## src/rtl/bwg_pkg.sv

```systemverilog
package bwg_pkg;
  localparam int LAT_W = 3;
  localparam logic [LAT_W-1:0] LAT_FLOOR = 3'd2;
  localparam logic [LAT_W-1:0] LAT_RST   = 3'd3;

  typedef struct packed {
    logic             pol;   // 1: WAIT active high
    logic             lead;  // 1: WAIT one clock ahead of data
    logic [LAT_W-1:0] lat;   // access latency in clocks
  } bwg_cfg_t;

  localparam bwg_cfg_t CFG_RST = '{pol: 1'b1, lead: 1'b1, lat: LAT_RST};

  function automatic logic [LAT_W-1:0] clamp_lat(input logic [LAT_W-1:0] l);
    return (l < LAT_FLOOR) ? LAT_FLOOR : l;
  endfunction
endpackage

```

## src/rtl/bwg_cfg_reg.sv

```systemverilog
module bwg_cfg_reg
  import bwg_pkg::*;
(
  input  logic             clk,
  input  logic             rst_n,
  input  logic             we,
  input  logic             pol_in,
  input  logic             lead_in,
  input  logic [LAT_W-1:0] lat_in,
  output bwg_cfg_t         cfg_q
);
  always_ff @(posedge clk) begin
    if (!rst_n) begin
      cfg_q <= CFG_RST;
    end else if (we) begin
      cfg_q.pol  <= pol_in;
      cfg_q.lead <= lead_in;
      cfg_q.lat  <= clamp_lat(lat_in);
    end
  end
endmodule

```

## src/rtl/bwg_stall_ctrl.sv

```systemverilog
module bwg_stall_ctrl
  import bwg_pkg::*;
#(
  parameter int ADDR_W    = 23,
  parameter int ROW_WORDS = 128,
  parameter int REF_CYC   = 4
) (
  input  logic              clk,
  input  logic              rst_n,
  input  logic              sync_mode,
  input  logic              chip_en,
  input  logic              burst_start,
  input  logic [ADDR_W-1:0] start_addr,
  input  logic              refresh_req,
  input  logic [LAT_W-1:0]  lat,
  output logic              active,
  output logic              la_valid
);
  localparam int ROW_LSB = $clog2(ROW_WORDS);
  localparam int RC_W    = $clog2(REF_CYC + 1);

  logic [LAT_W-1:0]  stall_cnt;
  logic [RC_W-1:0]   ref_cnt;
  logic [ADDR_W-1:0] beat_addr;
  logic              row_end;

  // look-ahead: the beat launched this cycle is valid at the next edge
  assign la_valid = active && (stall_cnt == '0) && (ref_cnt == '0);
  assign row_end  = &beat_addr[ROW_LSB-1:0];

  always_ff @(posedge clk) begin
    if (!rst_n) begin
      active    <= 1'b0;
      stall_cnt <= '0;
      ref_cnt   <= '0;
      beat_addr <= '0;
    end else if (!chip_en || !sync_mode) begin
      active    <= 1'b0;
      stall_cnt <= '0;
      ref_cnt   <= '0;
    end else if (burst_start) begin
      active    <= 1'b1;
      stall_cnt <= lat - LAT_W'(1);
      ref_cnt   <= '0;
      beat_addr <= start_addr;
    end else if (active) begin
      if (refresh_req)
        ref_cnt <= RC_W'(REF_CYC);
      else if (ref_cnt != '0)
        ref_cnt <= ref_cnt - RC_W'(1);
      if (la_valid) begin
        beat_addr <= beat_addr + ADDR_W'(1);
        if (row_end) stall_cnt <= LAT_W'(1);
      end else if (stall_cnt != '0) begin
        stall_cnt <= stall_cnt - LAT_W'(1);
      end
    end
  end
endmodule

```

## src/rtl/bwg_wait_out.sv

```systemverilog
module bwg_wait_out (
  input  logic clk,
  input  logic rst_n,
  input  logic sync_mode,
  input  logic chip_en,
  input  logic active,
  input  logic la_valid,
  input  logic pol,
  input  logic lead,
  output logic data_valid,
  output logic wait_o
);
  logic inv_la;     // invalid beat ahead, inside a burst
  logic inv_q;      // registered copy, aligned with data_valid
  logic asserted;

  assign inv_la = active && !la_valid;

  always_ff @(posedge clk) begin
    if (!rst_n) begin
      data_valid <= 1'b0;
      inv_q      <= 1'b0;
    end else begin
      data_valid <= chip_en && sync_mode && la_valid;
      inv_q      <= chip_en && sync_mode && inv_la;
    end
  end

  assign asserted = !sync_mode || (lead ? inv_la : inv_q);
  assign wait_o   = pol ? asserted : !asserted;
endmodule

```

## src/rtl/burst_wait_gen.sv

```systemverilog
module burst_wait_gen
  import bwg_pkg::*;
#(
  parameter int ADDR_W    = 23,
  parameter int ROW_WORDS = 128,
  parameter int REF_CYC   = 4
) (
  input  logic              clk,
  input  logic              rst_n,
  input  logic              cfg_we,
  input  logic              cfg_wr_pol,
  input  logic              cfg_wr_lead,
  input  logic [LAT_W-1:0]  cfg_wr_lat,
  input  logic              sync_mode,
  input  logic              chip_en,
  input  logic              burst_start,
  input  logic [ADDR_W-1:0] start_addr,
  input  logic              refresh_req,
  output logic              data_valid,
  output logic              wait_o
);
  bwg_cfg_t cfg_q;
  logic     active;
  logic     la_valid;
  logic     pol_lvl;
  logic     lead_sel;

  assign pol_lvl  = cfg_q.pol;
  assign lead_sel = cfg_q.lead;

  bwg_cfg_reg u_cfg (
    .clk     (clk),
    .rst_n   (rst_n),
    .we      (cfg_we),
    .pol_in  (cfg_wr_pol),
    .lead_in (cfg_wr_lead),
    .lat_in  (cfg_wr_lat),
    .cfg_q   (cfg_q)
  );

  bwg_stall_ctrl #(
    .ADDR_W    (ADDR_W),
    .ROW_WORDS (ROW_WORDS),
    .REF_CYC   (REF_CYC)
  ) u_stall (
    .clk         (clk),
    .rst_n       (rst_n),
    .sync_mode   (sync_mode),
    .chip_en     (chip_en),
    .burst_start (burst_start),
    .start_addr  (start_addr),
    .refresh_req (refresh_req),
    .lat         (cfg_q.lat),
    .active      (active),
    .la_valid    (la_valid)
  );

  bwg_wait_out u_out (
    .clk        (clk),
    .rst_n      (rst_n),
    .sync_mode  (sync_mode),
    .chip_en    (chip_en),
    .active     (active),
    .la_valid   (la_valid),
    .pol        (pol_lvl),
    .lead       (lead_sel),
    .data_valid (data_valid),
    .wait_o     (wait_o)
  );
endmodule

```

## config.mk

```make
export PLATFORM = sky130hd
export DESIGN_NAME = burst_wait_gen
export DESIGN_NICKNAME = d
export VERILOG_FILES = /design/src/rtl/bwg_pkg.sv /design/src/rtl/bwg_cfg_reg.sv /design/src/rtl/bwg_stall_ctrl.sv /design/src/rtl/bwg_wait_out.sv /design/src/rtl/burst_wait_gen.sv
export SDC_FILE = /design/constraint.sdc
export NUM_CORES = 1
export LEC_CHECK = 0
export BUFFER_PORTS_ARGS = -buffer_cell sky130_fd_sc_hd__buf_2
export CAP_MARGIN = 0
export CORE_ASPECT_RATIO = 0.8
export CORE_MARGIN = 2
export CORE_UTILIZATION = 25
export CTS_BUF_LIST = sky130_fd_sc_hd__clkbuf_16
export CTS_CLUSTER_DIAMETER = 40
export DETAILED_ROUTE_END_ITERATION = 7
export PLACE_DENSITY_LB_ADDON = 0.25
export SYNTH_ARGS = -nofsm -noshare
export SYNTH_HDL_FRONTEND = slang
export SYNTH_SLANG_ARGS = --single-unit
```

## constraint.sdc

```tcl
create_clock -name clk -period 2.46 [get_ports clk]
set_clock_uncertainty 0.05 [all_clocks]
set_input_delay 0.369 -clock clk [delete_from_list [all_inputs] [get_ports clk]]
set_output_delay 0.369 -clock clk [all_outputs]
set_load 0.02 [all_outputs]
```

==> results.txt, run 1 <==
----------------------------------------------------
[Outcome]
  Outcome ... finished, final reports clean

[Logic synthesis]
  Most area-hungry cell type in the Yosys netlist ... sky130_fd_sc_hd__dfxtp_1
  Synthesized area per cell ... slightly below 9 um2
  Cell types occupying the most area after synthesis ... sky130_fd_sc_hd__dfxtp_1 (36%), sky130_fd_sc_hd__ha_1 (6.4%), sky130_fd_sc_hd__mux2i_1 (6.0%)
  Distinct cells, synth ... 44
  Top cell type's share of synthesized area ... between 30% and 40%
  Mapped Area ... 1180 um2
  Yosys warns ... 0
  Number of standard cells after synthesis ... 136
  Primary flip-flop cell chosen by synthesis mapping ... sky130_fd_sc_hd__dfxtp_1
  Number of flops mapped to enable cells by yosys ... 0
  Share of async-settable or async-resettable flops after synthesis ... 0%
  Seq/Total Area, Yosys ... between 30 and 40%
  Synthesized netlist net count ... between 150 and 200
  Number of synthesized register bits ... 21

[Flow run]
  Number of max-capacitance violations reported ... 0

[Worst hold path]
  Path category of the worst min-delay check ... in -> reg
  Worst hold stages ... 3

[STA]
  Final hold violation count ... 0
  Total Neg Setup Slack ... 0 ns
  Maximum achievable frequency ... about 0.47 GHz
  Setup ws final ... ~0.31 ns
  Slew at the pin closest to its max-slew limit ... 0.472 ns
  Unrepaired setup endpoints after global routing ... false
  Share of the clock period used by the worst path ... 87.3%
  Worst slew margin ... between 60% and 70%
  Total setup violations reported at the end of the flow ... 0
  Max-slew violation count ... 0
  Tmin final ... 2.15 ns

[CTS]
  Clock input transition at the sequential cells of the worst setup and hold paths ... 0.06 ns
  Clock sink count ... 21
  H-Tree Depth ... 1
  Inserted Clock Buffers ... 3
  Root Driver ... sky130_fd_sc_hd__clkbuf_16
  Insertion delay of the later-clocked pin in the worst-skew pair ... roughly 0.25 ns
  CTS tree ... built
  Hold Buf Count CTS ... 0
  Number of cells upsized or downsized after cts ... 0
  Maximum count of clock buffers along a single path ... 2
  Number of buffers inserted by post-CTS setup repair ... 0

[Placed design]
  Detail Placement HPWL ... around 2000 um
  Area of placed instances ... 1330 um2
  Post-place setup slack ... about 0.56 ns
  Count of input and output buffers ... 20
  Final weighted congestion in routability-driven placement ... between 0.8 and 0.9

[Floorplan]
  Die area ... roughly 5300 um2
  I/O pin cnt ... 37
  Floorplan die width ... 80.7 um
  Starting density of the core ... about a quarter
  Die Y ... approximately 65 um
  Core area ... 4570 um2
  Num rows ... 22

[Finish]
  Area of all placed cells without fillers ... approximately 1400 um2
  Syn-to-layout area delta ... 19.4%
  Sequential standard cell area ... about 420 um2
  Fraction of layout cells with a size suffix above 1 ... between 15 and 20%
  Diodes inserted ... 0
  Number of fillers in the final layout ... 499
  Net count reported at finish ... around 200
  Combined area of the multi-input logic cells ... between 600 and 700 um2

[Route]
  Average detailed-routed wire length per instance ... between 10 and 15 um
  Post-detailed-route count of antenna-violating nets ... 0
  Pre-Repair DR Iteration Count ... 4
  Number of DRC markers after the initial detailed-route iteration ... between 80 and 90
  Vias per Instance ... between 4 and 5
  DRC violation count after routing ... 0
  Detailed-route via count ... 1,050
  Sum of routed wire length over all layers ... about 2600 um

[GRT]
  All-Layer GR Usage ... 11.1%
  First-pass GRT wire length ... approximately 4500 um
  Maximum number of pins on one net before global-route repair ... 20
  Vias in the first global route ... slightly below 1,000
  Antenna violations before repair ... 0
  Total gr overflow ... 0

[Power]
  Overall power ... around 0.8 mW
  Static leakage ... 0.567 nW
  Power per cell area ... 569 nW/um2
  Max rail drop VDD ... roughly 0.21 mV

[Setup path]
  Startpoint type of the worst setup path ... flip-flop
  Depth of the worst register-to-register path ... 7
  Capturing element type of the critical path ... output port
  Biggest cell delay along the critical path ... 0.32 ns
  Slowest library cell on the worst path ... sky130_fd_sc_hd__dfxtp_1
  Largest fanout on the critical path ... 6
  Crit path kind ... reg -> out
  Data arrival, critical path ... approximately 1.7 ns
  Critical Path, Cell by Cell ... inv_1 > ha_1 > and2b_1 > nand2_1 > a31oi_1 > xor2_1 > buf_2
  CP required ... 2.04 ns

----------------------------------------------------
kinds of logic after synthesis:
group / Yosys count / synth area share, %
AOI/OAI and AO/OA: 30 / 20.2
buffers and inverters: 15 / 5.10
DFF: 21 / 35.7
muxes: 8 / 6.91
and+or+nand+nor: 54 / 24.2
adders and majority gates: 6 / 6.38
xor gates and xnor gates: 2 / 1.49
worst max-delay path: cells and delay by family, from the launching register on:
kind	cells	cell delay, ns
AO/OA/AOI/OAI	1	0.21
adder cells (fa/ha/maj)	1	0.23
AND/OR/NAND/NOR	2	0.30
buffers and inverters	2	0.26
XOR/XNOR	1	0.15
flip-flops	1	0.32
final timing paths:
path                             start              endpoint  slack [ns]
setup / recovery    u_stall.ref_cnt[0]                wait_o        0.31
hold / removal             cfg_wr_lead        u_cfg.cfg_q[3]        0.28
setup reg to reg  u_stall.stall_cnt[0]  u_stall.beat_addr[5]        0.54
hold reg to reg   u_stall.stall_cnt[2]  u_stall.stall_cnt[2]        0.44
sequential cells by signal (all words and copies together) (netlist names):
name,flops
u_out.inv_q,1
u_stall.active,1
u_stall.ref_cnt,3
u_cfg.cfg_q,5
u_stall.beat_addr,7
u_stall.stall_cnt,3
u_out.data_valid,1
Yosys cell counts, drive strengths merged, types with 2 or more instances:
library cell  number
a21boi             2
nor4b              2
buf                2
o211ai             2
or4                3
xor2               2
dfxtp             21
clkbuf             4
o21ai              5
a222oi             2
nand4b             2
nor2b              4
nand2             17
inv                9
nand3              2
a211oi             2
o221ai             2
nor3               3
mux2i              7
ha                 6
a21oi              5
o21a               2
nor2              11
routing by layer:
layer / GRT usage, % / up-vias / wire, um
li1: - / 531 / -
met1: 15.1 / 498 / 1370
met2: 17.1 / 19 / 1140
met3: 3.30 / 2 / 127
met4: 3.18 / 0 / 14
met5: 0 / - / 0
placed cells by master (no fill, tap or decap), types with 2 or more instances in the layout:
cell / count
sky130_fd_sc_hd__dfxtp_1: 21
sky130_fd_sc_hd__buf_2: 20
sky130_fd_sc_hd__nor2_1: 11
sky130_fd_sc_hd__o21ai_0: 4
sky130_fd_sc_hd__a21boi_1: 2
sky130_fd_sc_hd__nor3_1: 3
sky130_fd_sc_hd__a21oi_1: 5
sky130_fd_sc_hd__a211oi_1: 2
sky130_fd_sc_hd__o211ai_1: 2
sky130_fd_sc_hd__nand2_1: 17
sky130_fd_sc_hd__clkbuf_16: 3
sky130_fd_sc_hd__nand3_1: 2
sky130_fd_sc_hd__inv_1: 9
sky130_fd_sc_hd__nand4b_1: 2
sky130_fd_sc_hd__a222oi_1: 2
sky130_fd_sc_hd__ha_1: 6
sky130_fd_sc_hd__nor4b_1: 2
sky130_fd_sc_hd__mux2i_1: 7
sky130_fd_sc_hd__or4_1: 3
sky130_fd_sc_hd__o221ai_1: 2
sky130_fd_sc_hd__o21a_1: 2
sky130_fd_sc_hd__xor2_1: 2
sky130_fd_sc_hd__nor2b_1: 4
stage by stage:
stage	instances	utilization, %	hold WS [ns]
after global routing	214	30.8	0.281
after detailed placement	210	29.0	0.431
after floorplan	136	-	0.394
final	214	30.8	0.279
after CTS	214	30.8	0.275
after global placement	210	29.0	0.417
power by group:
part / internal [mW] / total [mW] / leakage, nW / switching (mW)
registers: 0.353 / 0.365 / 0.171 / 0.0122
clock network: 0.218 / 0.342 / 0.0409 / 0.124
logic: 0.0433 / 0.0931 / 0.355 / 0.0498
total: 0.614 / 0.800 / 0.567 / 0.186
layout make-up:
class | instances | area share [%]
tap | 60 | 5.34
timing repair buffer | 20 | 7.12
inverter | 9 | 2.40
sequential | 21 | 29.9
multi-input combinational | 100 | 49.6
clock inverter | 1 | 0.356
clock buffer | 3 | 5.34
No activity file was read; power rests on OpenSTA's default activity.
==> run 2, diff against run 1 <==
--- a/config.mk
+++ b/config.mk
@@ -8,11 +8,11 @@
 export BUFFER_PORTS_ARGS = -buffer_cell sky130_fd_sc_hd__buf_2
 export CAP_MARGIN = 0
 export CORE_ASPECT_RATIO = 0.8
-export CORE_MARGIN = 2
 export CORE_UTILIZATION = 25
 export CTS_BUF_LIST = sky130_fd_sc_hd__clkbuf_16
 export CTS_CLUSTER_DIAMETER = 40
 export DETAILED_ROUTE_END_ITERATION = 7
+export GPL_ROUTABILITY_DRIVEN = 1
 export PLACE_DENSITY_LB_ADDON = 0.25
 export SYNTH_ARGS = -nofsm -noshare
 export SYNTH_HDL_FRONTEND = slang
==> run 2 against run 1 <==
Net effect: fmax is 1.2% lower; highest routed layer unchanged; setup slack got worse by 0.027 ns; largest power group unchanged; wire length fell by 0.53%; clock power is essentially flat; sequential share of layout area decreased by 0.079 points; cell count decreased by 0.93%; sequential cell count unchanged; critical endpoint unchanged; clock-buffer cell count did not move; global-route usage grew 0.21 points; largest cell class unchanged.
==> results.txt, run 2 (synthesized netlist as in run 1, its figures left out) <==
----------------------------------------------------
[Finish]
  Filler-free cell count of the finished design ... 212
  Commonest cells after routing, fill and taps aside ... sky130_fd_sc_hd__dfxtp_1 (21), sky130_fd_sc_hd__buf_2 (20), sky130_fd_sc_hd__nand2_1 (17), sky130_fd_sc_hd__nor2_1 (11), sky130_fd_sc_hd__inv_1 (9)
  Fraction of layout cells with a size suffix above 1 ... between 10% and 20%
  Most flop-heavy register ... u_stall.beat_addr
  Flip-flop count of the largest register, all copies and words added ... 7
  Diodes inserted ... 0
  Most common cell after layout, fill and taps aside ... sky130_fd_sc_hd__dfxtp_1
  Syn-to-layout area delta ... 19.8%
  Biggest regs ... u_stall.beat_addr: 7 flops, u_cfg.cfg_q: 5 flops
  Net count reported at finish ... approximately 200

[GRT]
  Antenna violations before repair ... 0
  Vias in the first global route ... between 900 and 1,000
  Maximum number of pins on one net before global-route repair ... 20
  All-Layer GR Usage ... 11.3%
  Total gr overflow ... 0
  First-pass GRT wire length ... between 4000 and 5000 um

[Floorplan]
  Num rows ... 21
  Floorplan die width ... 78.7 um
  I/O pin cnt ... 37
  Core area ... about 4300 um2
  Die Y ... around 63 um
  Starting density of the core ... a little over a quarter
  Die area ... 4990 um2

[Flow run]
  Number of max-capacitance violations reported ... 0

[CTS]
  CTS tree ... built
  Root Driver ... sky130_fd_sc_hd__clkbuf_16
  Insertion delay of the later-clocked pin in the worst-skew pair ... approximately 0.25 ns
  H-Tree Depth ... 1
  Hold Buf Count CTS ... 0
  Maximum count of clock buffers along a single path ... 2
  Inserted Clock Buffers ... 3
  Number of buffers inserted by post-CTS setup repair ... 0
  Clock sink count ... 21
  Clock input transition at the sequential cells of the worst setup and hold paths ... around 0.060 ns
  Number of cells upsized or downsized after cts ... 0

[Route]
  Pre-Repair DR Iteration Count ... 4
  Average detailed-routed wire length per instance ... about 12 um
  Number of DRC markers after the initial detailed-route iteration ... about 120
  DRC violation count after routing ... 0
  Vias per Instance ... 4.84
  Post-detailed-route count of antenna-violating nets ... 0
  Sum of routed wire length over all layers ... about 2600 um
  Detailed-route via count ... about 1,000

[Setup path]
  Capturing point of the worst reg2reg path ... u_stall.beat_addr[5]
  Largest fanout on the critical path ... 6
  Worst reg-to-reg setup slack ... around 0.51 ns
  Depth of the worst register-to-register path ... 7
  FF-to-FF Start ... u_stall.stall_cnt[0]
  Startpoint type of the worst setup path ... flip-flop
  CP required ... slightly above 2 ns
  Capturing element type of the critical path ... output port
  Data arrival, critical path ... approximately 1.8 ns
  Crit path kind ... reg -> out

[Power]
  Static leakage ... ~0.57 nW
  Max rail drop VDD ... between 0.2 and 0.3 mV
  Power per cell area ... around 570 nW/um2

[STA]
  Final hold violation count ... 0
  Tmin final ... between 2 and 2.5 ns
  Setup ws final ... 0.286 ns
  Unrepaired setup endpoints after global routing ... false
  Max-slew violation count ... 0
  Share of the clock period used by the worst path ... slightly below 90%
  Slew at the pin closest to its max-slew limit ... roughly 0.48 ns
  Total setup violations reported at the end of the flow ... 0
  Total Neg Setup Slack ... 0 ns
  Post-route worst hold slack ... 0.287 ns
  Worst slew margin ... around two thirds
  Maximum achievable frequency ... 0.460 GHz

[Placed design]
  Count of placed standard cells including taps ... 208
  Count of input and output buffers ... 20
  Detail Placement HPWL ... 2020 um
  Final weighted congestion in routability-driven placement ... 0.743
  Post-place setup slack ... 0.552 ns

[Worst hold path]
  Hold worst-path end ... u_cfg.cfg_q[4]
  Startpoint of the lowest-slack hold path ... cfg_wr_pol
  Worst hold stages ... 3
  Path category of the worst min-delay check ... in -> reg

[Outcome]
  Outcome ... finished, final reports clean

----------------------------------------------------
==> run 2: how the worst max path moves through the flow <==
| stage | slack, ns | end | cells after the start | start |
|---|---|---|---|---|
| finish | 0.29 | wait_o | 7 | u_stall.ref_cnt[0] |
| global route | 0.18 | wait_o | 7 | u_stall.ref_cnt[0] |
| CTS | 0.29 | wait_o | 7 | u_stall.ref_cnt[0] |
| detailed placement | 0.55 | u_stall.beat_addr[2] | 7 | u_stall.stall_cnt[0] |
| global placement | 0.59 | u_stall.beat_addr[5] | 7 | u_stall.stall_cnt[0] |
| floorplan | 0.67 | wait_o | 6 | u_stall.ref_cnt[0] |
==> run 2: routing by layer <==
layer	GRT usage [%]	share of wire (%)	wire length [um]	vias up
li1	-	-	-	529
met1	15.9	51	1350	465
met2	16.8	41	1080	28
met3	3.33	6.8	180	4
met4	2.78	1.0	27	0
met5	0	0	0	-
==> run 2: layout make-up <==
cell class                      count  area (um2)
Clock buffer                        3        75.1
Clock inverter                      1        5.00
Timing Repair Buffer               21         108
Tap cell                           57        71.3
Inverter                            9        33.8
Sequential cell                    21         420
Multi-Input combinational cell    100         697
Fill cell                         459        2930
==> run 2: worst max-delay path: stages, from the launching register on <==
cell and delay (ns):
sky130_fd_sc_hd__dfxtp_1 0.32, sky130_fd_sc_hd__inv_1 0.09, sky130_fd_sc_hd__ha_1 0.24, sky130_fd_sc_hd__and2b_1 0.19
sky130_fd_sc_hd__nand2_1 0.10, sky130_fd_sc_hd__a31oi_1 0.23, sky130_fd_sc_hd__xor2_1 0.16, sky130_fd_sc_hd__buf_2 0.17
==> run 2: power breakdown <==
| group | switching (mW) | total, mW | leakage [nW] | internal [mW] |
|---|---|---|---|---|
| sequential | 0.0116 | 0.365 | 0.171 | 0.353 |
| clock | 0.125 | 0.343 | 0.0409 | 0.218 |
| combinational | 0.0498 | 0.0936 | 0.360 | 0.0439 |
| total | 0.186 | 0.801 | 0.573 | 0.615 |
==> run 2: through the flow <==
step | utilization, % | power [mW] | instance area [um2]
final | 32.5 | 0.801 | 1410
after global placement | 30.7 | 0.463 | 1330
after floorplan | - | 0.433 | 1180
after global routing | 32.5 | 0.841 | 1410
after detailed placement | 30.7 | 0.465 | 1330
after CTS | 32.5 | 0.819 | 1410
==> run 3, diff against run 2 <==
--- a/config.mk
+++ b/config.mk
@@ -5,6 +5,7 @@
 export SDC_FILE = /design/constraint.sdc
 export NUM_CORES = 1
 export LEC_CHECK = 0
+export ABC_AREA = 1
 export BUFFER_PORTS_ARGS = -buffer_cell sky130_fd_sc_hd__buf_2
 export CAP_MARGIN = 0
 export CORE_ASPECT_RATIO = 0.8
==> run 3 against run 2 <==
Net effect: first-iteration DRC count down 80%; synthesized cell count rose by 28%; sequential cell count unchanged; sequential power about the same; fmax is 3.0% lower; total power is 0.32% higher; clock-buffer cell count stayed put; setup slack got worse by 0.067 ns; combinational power rose by 3.4%; cell count increased by 19%.
==> results.txt, run 3 <==
----------------------------------------------------
[Finish]
  Combined area of the multi-input logic cells ... about 640 um2
  Commonest cells after routing, fill and taps aside ... sky130_fd_sc_hd__nand2_1 (37), sky130_fd_sc_hd__nor2_1 (28), sky130_fd_sc_hd__inv_1 (25), sky130_fd_sc_hd__dfxtp_1 (21), sky130_fd_sc_hd__buf_2 (20)
  Syn-to-layout area delta ... 20.2%
  Flip-flop count of the largest register, all copies and words added ... 7
  Biggest regs ... u_stall.beat_addr: 7 flops, u_cfg.cfg_q: 5 flops
  Fraction of layout cells with a size suffix above 1 ... between 15 and 20%
  Net count reported at finish ... around 240
  Diodes inserted ... 0
  Sequential standard cell area ... 420 um2
  Most common cell after layout, fill and taps aside ... sky130_fd_sc_hd__nand2_1
  Most flop-heavy register ... u_stall.beat_addr
  Number of fillers in the final layout ... around 500

[Logic synthesis]
  Synthesized netlist net count ... 215
  Synth Area in Compound Gates ... between 15 and 20%
  Synthesized-area fraction occupied by adder cells ... 6.40%
  Seq/Total Area, Yosys ... between 30% and 40%
  Count leader, synth ... sky130_fd_sc_hd__nand2_1
  Mapped Area ... ~1200 um2
  Number of flops mapped to enable cells by yosys ... 0
  Largest family of logic cells by synthesized area ... simple AND/OR/NAND/NOR gates
  Number of standard cells after synthesis ... 174
  Distinct cells, synth ... 24
  Area fraction in and, or, nand and nor cells after synthesis ... between 30% and 40%
  Yosys warns ... 0
  Share of cell area taken by muxes after synthesis ... 0%
  Share of the synthesized netlist area taken by xor and xnor gates ... between 1 and 1.5%
  Most area-hungry cell type in the Yosys netlist ... sky130_fd_sc_hd__dfxtp_1
  Primary flip-flop cell chosen by synthesis mapping ... sky130_fd_sc_hd__dfxtp_1
  Top cell type's share of synthesized area ... a little over a third
  Cell types occupying the most area after synthesis ... sky130_fd_sc_hd__dfxtp_1 (36%), sky130_fd_sc_hd__nand2_1 (12%), sky130_fd_sc_hd__nor2_1 (9.0%)
  Number of synthesized register bits ... 21
  Post-synth top cells ... sky130_fd_sc_hd__nand2_1 (37), sky130_fd_sc_hd__nor2_1 (28), sky130_fd_sc_hd__inv_1 (24)
  Share of async-settable or async-resettable flops after synthesis ... 0%
  Synthesized area per cell ... 6.74 um2

[CTS]
  Inserted Clock Buffers ... 3
  Insertion delay of the later-clocked pin in the worst-skew pair ... 0.25 ns
  H-Tree Depth ... 1
  Clock sink count ... 21
  Number of buffers inserted by post-CTS setup repair ... 0
  Maximum count of clock buffers along a single path ... 2
  Root Driver ... sky130_fd_sc_hd__clkbuf_16
  CTS tree ... built
  Clock input transition at the sequential cells of the worst setup and hold paths ... 0.06 ns

[Power]
  Sequential power share ... a little under half
  Total net switching power ... between 0.15 and 0.2 mW
  Part of the power in the clock network ... between 40 and 50%
  Cell Int Power ... between 0.6 and 0.7 mW
  Max rail drop VDD ... between 0.2 and 0.3 mV
  Sw Ratio ... 24.1%
  Static leakage ... approximately 0.68 nW
  Gate power share ... 12.0%
  Power per cell area ... around 570 nW/um2

[Setup path]
  Cell family contributing the most delay on the critical path ... adder cells
  CP required ... approximately 2.0 ns
  Capturing element type of the critical path ... output port
  Buffers & Inverters on Critical Path ... 3
  Depth of the worst register-to-register path ... 11
  Biggest cell delay along the critical path ... approximately 0.35 ns
  Startpoint type of the worst setup path ... flip-flop
  Crit path kind ... reg -> out
  Critical Path, Cell by Cell ... inv_1 > ha_1 > ha_1 > nand2_1 > inv_1 > nand2_2 > nand2_1 > o21ai_1 > xnor2_1 > buf_2
  Largest fanout on the critical path ... 4
  Slowest library cell on the worst path ... sky130_fd_sc_hd__dfxtp_1
  Data arrival, critical path ... around 1.8 ns
  Path length in cells of the critical path ... 10

[Route]
  Vias per Instance ... 4.20
  Number of DRC markers after the initial detailed-route iteration ... 24
  DRC violation count after routing ... 0
  Sum of routed wire length over all layers ... ~2500 um
  Average detailed-routed wire length per instance ... just under 10 um
  Post-detailed-route count of antenna-violating nets ... 0
  Detailed-route via count ... about 1,100
  Pre-Repair DR Iteration Count ... 4

[Placed design]
  Detail Placement HPWL ... 1850 um
  Post-place setup slack ... ~0.4 ns
  Count of input and output buffers ... 20
  Final weighted congestion in routability-driven placement ... 0.712

[Floorplan]
  I/O pin cnt ... 37
  Die area ... 4970 um2
  Num rows ... 21
  Floorplan die width ... roughly 79 um
  Die Y ... ~63 um
  Core area ... between 4000 and 5000 um2
  Starting density of the core ... between 20% and 30%

[Worst hold path]
  Path category of the worst min-delay check ... in -> reg
  Worst hold stages ... 3

[GRT]
  All-Layer GR Usage ... between 10% and 20%
  Antenna violations before repair ... 0
  Maximum number of pins on one net before global-route repair ... 15
  Vias in the first global route ... 980
  Total gr overflow ... 0
  First-pass GRT wire length ... 4340 um

[STA]
  Unrepaired setup endpoints after global routing ... false
  Share of the clock period used by the worst path ... 91.1%
  Total setup violations reported at the end of the flow ... 0
  Maximum achievable frequency ... 0.446 GHz
  Setup ws final ... about 0.22 ns
  Max-slew violation count ... 0
  Tmin final ... roughly 2.2 ns
  Slew at the pin closest to its max-slew limit ... around 0.4 ns
  Total Neg Setup Slack ... 0 ns
  Worst slew margin ... between 70% and 80%
  Final hold violation count ... 0

[Outcome]
  Outcome ... finished, final reports clean

[Flow run]
  Number of max-capacitance violations reported ... 0

----------------------------------------------------
[run 3: worst min-delay path, delay by kind of cell]
| family | cells | cell delay [ns] |
|---|---|---|
| buffers and inverters | 1 | 0.07 |
| and+or+nand+nor | 2 | 0.10 |
[run 3: power groups by stage]
stage	Combinational [mW]	Sequential [mW]	Clock, mW
3_3_place_gp	0.0981	0.371	0
2_1_floorplan	0.0679	0.369	0
6_report	0.0968	0.364	0.343
4_1_cts	0.0983	0.364	0.356
5_1_grt	0.113	0.366	0.372
3_5_place_dp	0.0977	0.372	0
[run 3: layer usage]
metal / wire length, um / global-route usage, % / part of all wire [%] / up-vias
met2: 1010 / 17.2 / 41 / 10
met5: 0 / 0 / 0 / -
met3: 67 / 3.48 / 2.7 / 4
li1: - / - / - / 596
met4: 46 / 5.56 / 1.9 / 0
met1: 1340 / 14.4 / 54 / 449
[run 3: worst paths after layout]
check | start | end | slack, ns
hold / removal | cfg_wr_pol | u_cfg.cfg_q[4] | 0.27
setup / recovery | u_stall.stall_cnt[0] | wait_o | 0.22
hold reg to reg | u_cfg.cfg_q[1] | u_cfg.cfg_q[1] | 0.43
setup reg to reg | u_stall.stall_cnt[0] | u_stall.beat_addr[3] | 0.77
[run 3: kinds of logic after synthesis]
family / Yosys count
simple gates: 84
compound gates: 32
buf+inv: 29
flops: 21
fa+ha+maj: 6
xor+xnor: 2
[run 3: final cells by class]
type / count / area share (%)
Tap cell: 57 / 5.06
Clock buffer: 3 / 5.33
Inverter: 26 / 6.93
Timing Repair Buffer: 20 / 7.10
Clock inverter: 1 / 0.266
Sequential cell: 21 / 29.8
Multi-Input combinational cell: 124 / 45.5
[run 3: stage by stage]
stage                     cells  area (um2)  power (mW)  hold slack, ns  util (%)
after global routing        252        1410       0.852           0.276      32.5
after floorplan             174        1170       0.437           0.393         -
final                       252        1410       0.804           0.274      32.5
after global placement      248        1330       0.469           0.412      30.7
after detailed placement    248        1330       0.469           0.421      30.7
after CTS                   252        1410       0.818           0.270      32.5
[run 3: repair_timing]
| item | in CTS | in global routing |
|---|---|---|
| setup endpoints to repair | 0 | 1 |
| hold buffers | 0 | 0 |
| resized for setup | 0 | 1 |
